### src/rtl/mfd_pkg.sv
package mfd_pkg;
  // Evenly spread position of the i-th of k single-phase advances
  function automatic int jump_offset(input int steps, input int k, input int i);
    return (steps * i + k / 2) / k;
  endfunction
endpackage

### src/rtl/mfd_period_ctr.sv
module mfd_period_ctr #(
  parameter int STEPS = 600,
  parameter int MAXJ  = 3,
  parameter int CW    = $clog2(STEPS),
  parameter int JW    = $clog2(MAXJ + 1)
) (
  input  logic          clk,
  input  logic          rst_n,
  input  logic          jump_valid,
  input  logic [JW-1:0] jump_cnt,
  output logic [CW-1:0] step_cnt,
  output logic [JW-1:0] k_cur,
  output logic          fb_pulse
);
  logic [JW-1:0] k_in;
  logic [CW-1:0] last_step;

  assign k_in      = (jump_cnt > JW'(MAXJ)) ? JW'(MAXJ) : jump_cnt;
  assign last_step = CW'(STEPS - 1) - CW'(k_cur);
  assign fb_pulse  = rst_n && (step_cnt == last_step);

  always_ff @(posedge clk) begin
    if (!rst_n) begin
      step_cnt <= '0;
      k_cur    <= '0;
    end else if (fb_pulse) begin
      step_cnt <= '0;
      k_cur    <= jump_valid ? k_in : '0;
    end else begin
      step_cnt <= step_cnt + 1'b1;
    end
  end


  wrap_after_pulse_chk: assert property (@(posedge clk) disable iff (!rst_n)
    fb_pulse |=> (step_cnt == '0));


  count_held_mid_period_chk: assert property (@(posedge clk) disable iff (!rst_n)
    !fb_pulse |=> $stable(k_cur));


  step_in_range_chk: assert property (@(posedge clk) disable iff (!rst_n)
    step_cnt < CW'(STEPS));
endmodule

### src/rtl/mfd_jump_sched.sv
module mfd_jump_sched #(
  parameter int STEPS = 600,
  parameter int MAXJ  = 3,
  parameter int CW    = $clog2(STEPS),
  parameter int JW    = $clog2(MAXJ + 1)
) (
  input  logic          clk,
  input  logic          rst_n,
  input  logic [CW-1:0] step_cnt,
  input  logic [JW-1:0] k_cur,
  output logic          jump_now
);
  logic [MAXJ*MAXJ-1:0] hit;

  for (genvar kk = 1; kk <= MAXJ; kk++) begin : g_cnt
    for (genvar ii = 0; ii < MAXJ; ii++) begin : g_pos
      if (ii < kk) begin : g_used
        localparam int OFF = mfd_pkg::jump_offset(STEPS, kk, ii);
        assign hit[(kk-1)*MAXJ + ii] = (k_cur == JW'(kk)) && (step_cnt == CW'(OFF));
      end else begin : g_unused
        assign hit[(kk-1)*MAXJ + ii] = 1'b0;
      end
    end
  end

  assign jump_now = |hit;


  single_hit_chk: assert property (@(posedge clk) disable iff (!rst_n)
    $onehot0(hit));
endmodule

### src/rtl/mfd_phase_sel.sv
module mfd_phase_sel #(
  parameter int NPHASE = 10,
  parameter int AW     = $clog2(NPHASE),
  parameter int SUBW   = $clog2(NPHASE / 2)
) (
  input  logic            clk,
  input  logic            rst_n,
  input  logic            jump_now,
  output logic [AW-1:0]   phase_addr,
  output logic            bank_odd,
  output logic [SUBW-1:0] bank_sub
);
  always_ff @(posedge clk) begin
    if (!rst_n)
      phase_addr <= '0;
    else if (jump_now)
      phase_addr <= (phase_addr == AW'(NPHASE - 1)) ? '0 : phase_addr + 1'b1;
  end

  assign bank_odd = phase_addr[0];
  assign bank_sub = SUBW'(phase_addr >> 1);


  addr_in_range_chk: assert property (@(posedge clk) disable iff (!rst_n)
    phase_addr < AW'(NPHASE));


  single_step_chk: assert property (@(posedge clk) disable iff (!rst_n)
    !$stable(phase_addr) |->
      (phase_addr == (($past(phase_addr) == AW'(NPHASE - 1)) ? '0 : $past(phase_addr) + 1'b1)));
endmodule

### src/rtl/mfd_fb_divider.sv
module mfd_fb_divider #(
  parameter int NPHASE = 10,
  parameter int DIV    = 60,
  parameter int MAXJ   = 3,
  localparam int STEPS = NPHASE * DIV,
  localparam int CW    = $clog2(STEPS),
  localparam int JW    = $clog2(MAXJ + 1),
  localparam int AW    = $clog2(NPHASE),
  localparam int SUBW  = $clog2(NPHASE / 2)
) (
  input  logic            clk,
  input  logic            rst_n,
  input  logic            jump_valid,
  input  logic [JW-1:0]   jump_cnt,
  output logic            jump_ready,
  output logic [AW-1:0]   phase_addr,
  output logic            bank_odd,
  output logic [SUBW-1:0] bank_sub,
  output logic            fb_pulse
);
  logic [CW-1:0] step_cnt;
  logic [JW-1:0] k_cur;
  logic          jump_now;

  mfd_period_ctr #(.STEPS(STEPS), .MAXJ(MAXJ), .CW(CW), .JW(JW)) u_ctr (
    .clk(clk), .rst_n(rst_n), .jump_valid(jump_valid), .jump_cnt(jump_cnt),
    .step_cnt(step_cnt), .k_cur(k_cur), .fb_pulse(fb_pulse)
  );

  mfd_jump_sched #(.STEPS(STEPS), .MAXJ(MAXJ), .CW(CW), .JW(JW)) u_sched (
    .clk(clk), .rst_n(rst_n), .step_cnt(step_cnt), .k_cur(k_cur), .jump_now(jump_now)
  );

  mfd_phase_sel #(.NPHASE(NPHASE), .AW(AW), .SUBW(SUBW)) u_sel (
    .clk(clk), .rst_n(rst_n), .jump_now(jump_now),
    .phase_addr(phase_addr), .bank_odd(bank_odd), .bank_sub(bank_sub)
  );

  assign jump_ready = fb_pulse;

  // Advance tally per period, kept for the checks below
  logic [JW:0] adv_seen;
  always_ff @(posedge clk) begin
    if (!rst_n || fb_pulse) adv_seen <= '0;
    else if (jump_now)      adv_seen <= adv_seen + 1'b1;
  end


  advances_match_count_chk: assert property (@(posedge clk) disable iff (!rst_n)
    fb_pulse |-> (adv_seen == {1'b0, k_cur}));


  count_taken_at_pulse_chk: assert property (@(posedge clk) disable iff (!rst_n)
    (fb_pulse && !jump_valid) |=> (k_cur == '0));
endmodule

### config.mk
export PLATFORM = sky130hd
export DESIGN_NAME = mfd_fb_divider
export DESIGN_NICKNAME = d
export VERILOG_FILES = /design/src/rtl/mfd_pkg.sv /design/src/rtl/mfd_period_ctr.sv /design/src/rtl/mfd_jump_sched.sv /design/src/rtl/mfd_phase_sel.sv /design/src/rtl/mfd_fb_divider.sv
export SDC_FILE = /design/constraint.sdc
export NUM_CORES = 1
export LEC_CHECK = 0
export BUFFER_PORTS_ARGS = -buffer_cell sky130_fd_sc_hd__buf_2
export CELL_PAD_IN_SITES_DETAIL_PLACEMENT = 1
export CELL_PAD_IN_SITES_GLOBAL_PLACEMENT = 1
export CORE_AREA = 5 5 50 60
export CTS_CLUSTER_DIAMETER = 150
export DETAILED_ROUTE_END_ITERATION = 12
export DIE_AREA = 0 0 55 65
export PLACE_DENSITY = 0.7
export SYNTH_ARGS = -nofsm -noshare
export SYNTH_HDL_FRONTEND = slang
export SYNTH_SLANG_ARGS = --single-unit
export TNS_END_PERCENT = 10
### constraint.sdc
create_clock -name clk -period 2.6 [get_ports clk]
set_clock_uncertainty 0.05 [all_clocks]
set_input_delay 0.39 -clock clk [delete_from_list [all_inputs] [get_ports clk]]
set_output_delay 0.39 -clock clk [all_outputs]
set_load 0.1 [all_outputs]
==> run_results.csv <==
group,metric,value,unit
run_status,status,"complete, no violations",
sta,setup_tns,0,ps
route,ant_nets,0,
logic_synthesis,yosysWarnings,0,
logic_synthesis,ys_types,34,
clock_network,clkSinkCount,16,
logic_synthesis,synth_nets,109,
logic_synthesis,netlist_instances,102,
finish,areaGrowthSynthToFinish,10.8,%
floorplanning,dieWidth,55,µm
logic_synthesis,synthesis.area,896,µm²
power,powerDensity,414,nW/µm²
critical_path,crit_fanout,6,
route,num_vias,758,
logic_synthesis,synth_enable_flop_cells,0,
sta,setup_viol,0,
finish,mostFrequentLayoutCell,"dfxtp_1",
critical_path,r2r-start,"u_ctr.step_cnt[0]$_SDFF_PP0_",
floorplanning,die_area,3580,µm²
clock_network,ctsResizeCount,0,
placed_design,gp_congestion,0.739,
global_routing,grt_pass1_wl,3480,µm
sta,rsz0062_at_grt,"false",
clock_network,path_clk_slew,90,ps
floorplanning,initial_core_util,36.9,%
route,initialDrtViolationCount,9,
global_routing,grt_max_degree,12,
critical_path,endpoint_kind,"output pin",
clock_network,cts_tree,"built",
job,maxCapViolCount,0,
sta,slew_viol_final,0,
floorplanning,rows,20,
critical_path,ff2ff_setup_slack,590,ps
finish,final_nets,120,
logic_synthesis,yosys_most_used_dff,"dfxtp_1",
sta,hold_slack,381,ps
worst_hold_path,min-delay-start,"rst_n",
sta,fin_crit_sh,87.3,%
finish,drive_gt1_share,20.7,%
critical_path,r2r_cells,7,
critical_path,path_class,"reg -> out",
clock_network,cts_root_buf,"clkbuf_4",
clock_network,cts_hold_buf,0,
critical_path,timing.rr.end,"u_sel.phase_addr[1]$_SDFFE_PN0P_",
clock_network,clockBufferDepth,2,
floorplanning,die_y,65,µm
logic_synthesis,ys_seq_area_share,35.8,%
route,drc,0,
route,vias_per_cell,5.26,
power,vdd_drop_max,193,µV
critical_path,endpoint,"jump_ready",
global_routing,gr-total-overflow,0,
global_routing,grt_usage,12.9,%
clock_network,cts_buffers,3,
sta,hold_viol_final,0,
critical_path,cp_data_required_time,2160,ps
clock_network,cts_setup_buffers,0,
clock_network,htreeDepth,1,
sta,max_freq,0.441,GHz
logic_synthesis,synthArstFlopShare,0,%
floorplanning,core,2430,µm²
clock_network,clkLatencyLatePin,280,ps
critical_path,arrival,1830,ps
floorplanning,io_pins,15,
route,dr.pass1.iters,2,
route,wl_per_cell,13.5,µm
global_routing,grt_pass1_vias,813,
power,p_leak,0.000419,µW
sta,maxSlewHeadroom,67.6,%
sta,fin_crit,2270,ps
finish,final_cell_mix,"dfxtp_1, buf_2, nor2_1",
critical_path,startpoint,"u_ctr.step_cnt[4]$_SDFF_PP0_",
placed_design,io_buffers,14,
placed_design,dp.final_hpwl,1500,µm
logic_synthesis,ys_ff_latch,16,
route,wl,1950,µm
sta,worst_pin_slew,489,ps
critical_path,critPathLaunchType,"flop",
finish,n_antenna_cell,0,
worst_hold_path,hp-class,"in -> reg",
logic_synthesis,syn_avg_cell_area,8.78,µm²
global_routing,antenna_found_initial,0,
routing by layer:
layer / wire length (µm) / GRT usage, % / vias up
met5: 0 / 0 / -
met4: 32 / 7.29 / 0
met3: 71 / 2.07 / 4
met2: 1050 / 21.6 / 11
met1: 798 / 14.8 / 372
li1: - / - / 371
cells by family after synthesis:
logic type                 after synthesis  share of synthesized area [%]
DFF                                     16                           35.8
adders and majority gates                2                           2.79
buffers and inverters                   13                           7.96
AOI/OAI and AO/OA                       13                           10.8
and+or+nand+nor                         47                           32.0
xor gates and xnor gates                11                           10.8
power by group:
| group | switching [µW] | internal [µW] | total [µW] |
|---|---|---|---|
| sequential | 7.06 | 249 | 256 |
| clock | 75.6 | 53.7 | 129 |
| combinational | 14.1 | 11.3 | 25.4 |
area by class of cell:
cell class              count  area (µm²)
fillers                   308        1440
clock buffers               3        22.5
repair buffers             15        82.6
inverters                   4        15.0
flip-flops and latches     16         320
well taps                  33        41.3
multi-input cells          73         510
synth_stat cells (all sizes together), types with 3 or more instances:
cell type / count / area [µm²]
and3: 5 / 31.3
buf: 8 / 52.6
dfxtp: 16 / 320
inv: 4 / 15.0
nand2: 3 / 11.3
nand3: 5 / 25.0
nand4b: 3 / 26.3
nor2: 11 / 41.3
nor2b: 3 / 18.8
nor3: 3 / 15.0
o211ai: 3 / 22.5
xnor2: 3 / 26.3
xor2: 8 / 70.1
critical path, cell delays in order, from the launching register on:
cell and delay [ps]:
dfxtp_1 440, nor3b_2 240, nand3_1 90, nor3_1 140, buf_4 160, and2_2 160, clkbuf_4 330
flip-flops by register name, summed over array words and instances, names as in the netlist:
signal            cells
u_sel.phase_addr      4
u_ctr.k_cur           2
u_ctr.step_cnt       10
how the worst min path moves through the flow:
stage          cells after the start  slack, ps                           end
2_1_floorplan                      1        420  u_ctr.step_cnt[0]$_SDFF_PP0_
3_3_place_gp                       1        460  u_ctr.step_cnt[0]$_SDFF_PP0_
3_5_place_dp                       1        470  u_ctr.step_cnt[0]$_SDFF_PP0_
4_1_cts                            2        370   u_ctr.k_cur[1]$_SDFFE_PN0P_
5_1_grt                            2        380   u_ctr.k_cur[1]$_SDFFE_PN0P_
6_report                           2        380   u_ctr.k_cur[1]$_SDFFE_PN0P_
stage by stage:
stage                     instance area, µm²  setup slack, ps  power (µW)  instances  util (%)
after detailed placement                 960              496         288        141      39.5
after floorplan                          897              230         280        102         -
after CTS                                982              124         423        144      40.5
after global placement                   960              570         287        141      39.5
final                                    992              331         411        144      40.9
after global routing                     992              122         437        144      40.9
No activity file was read; power rests on OpenSTA's default activity.
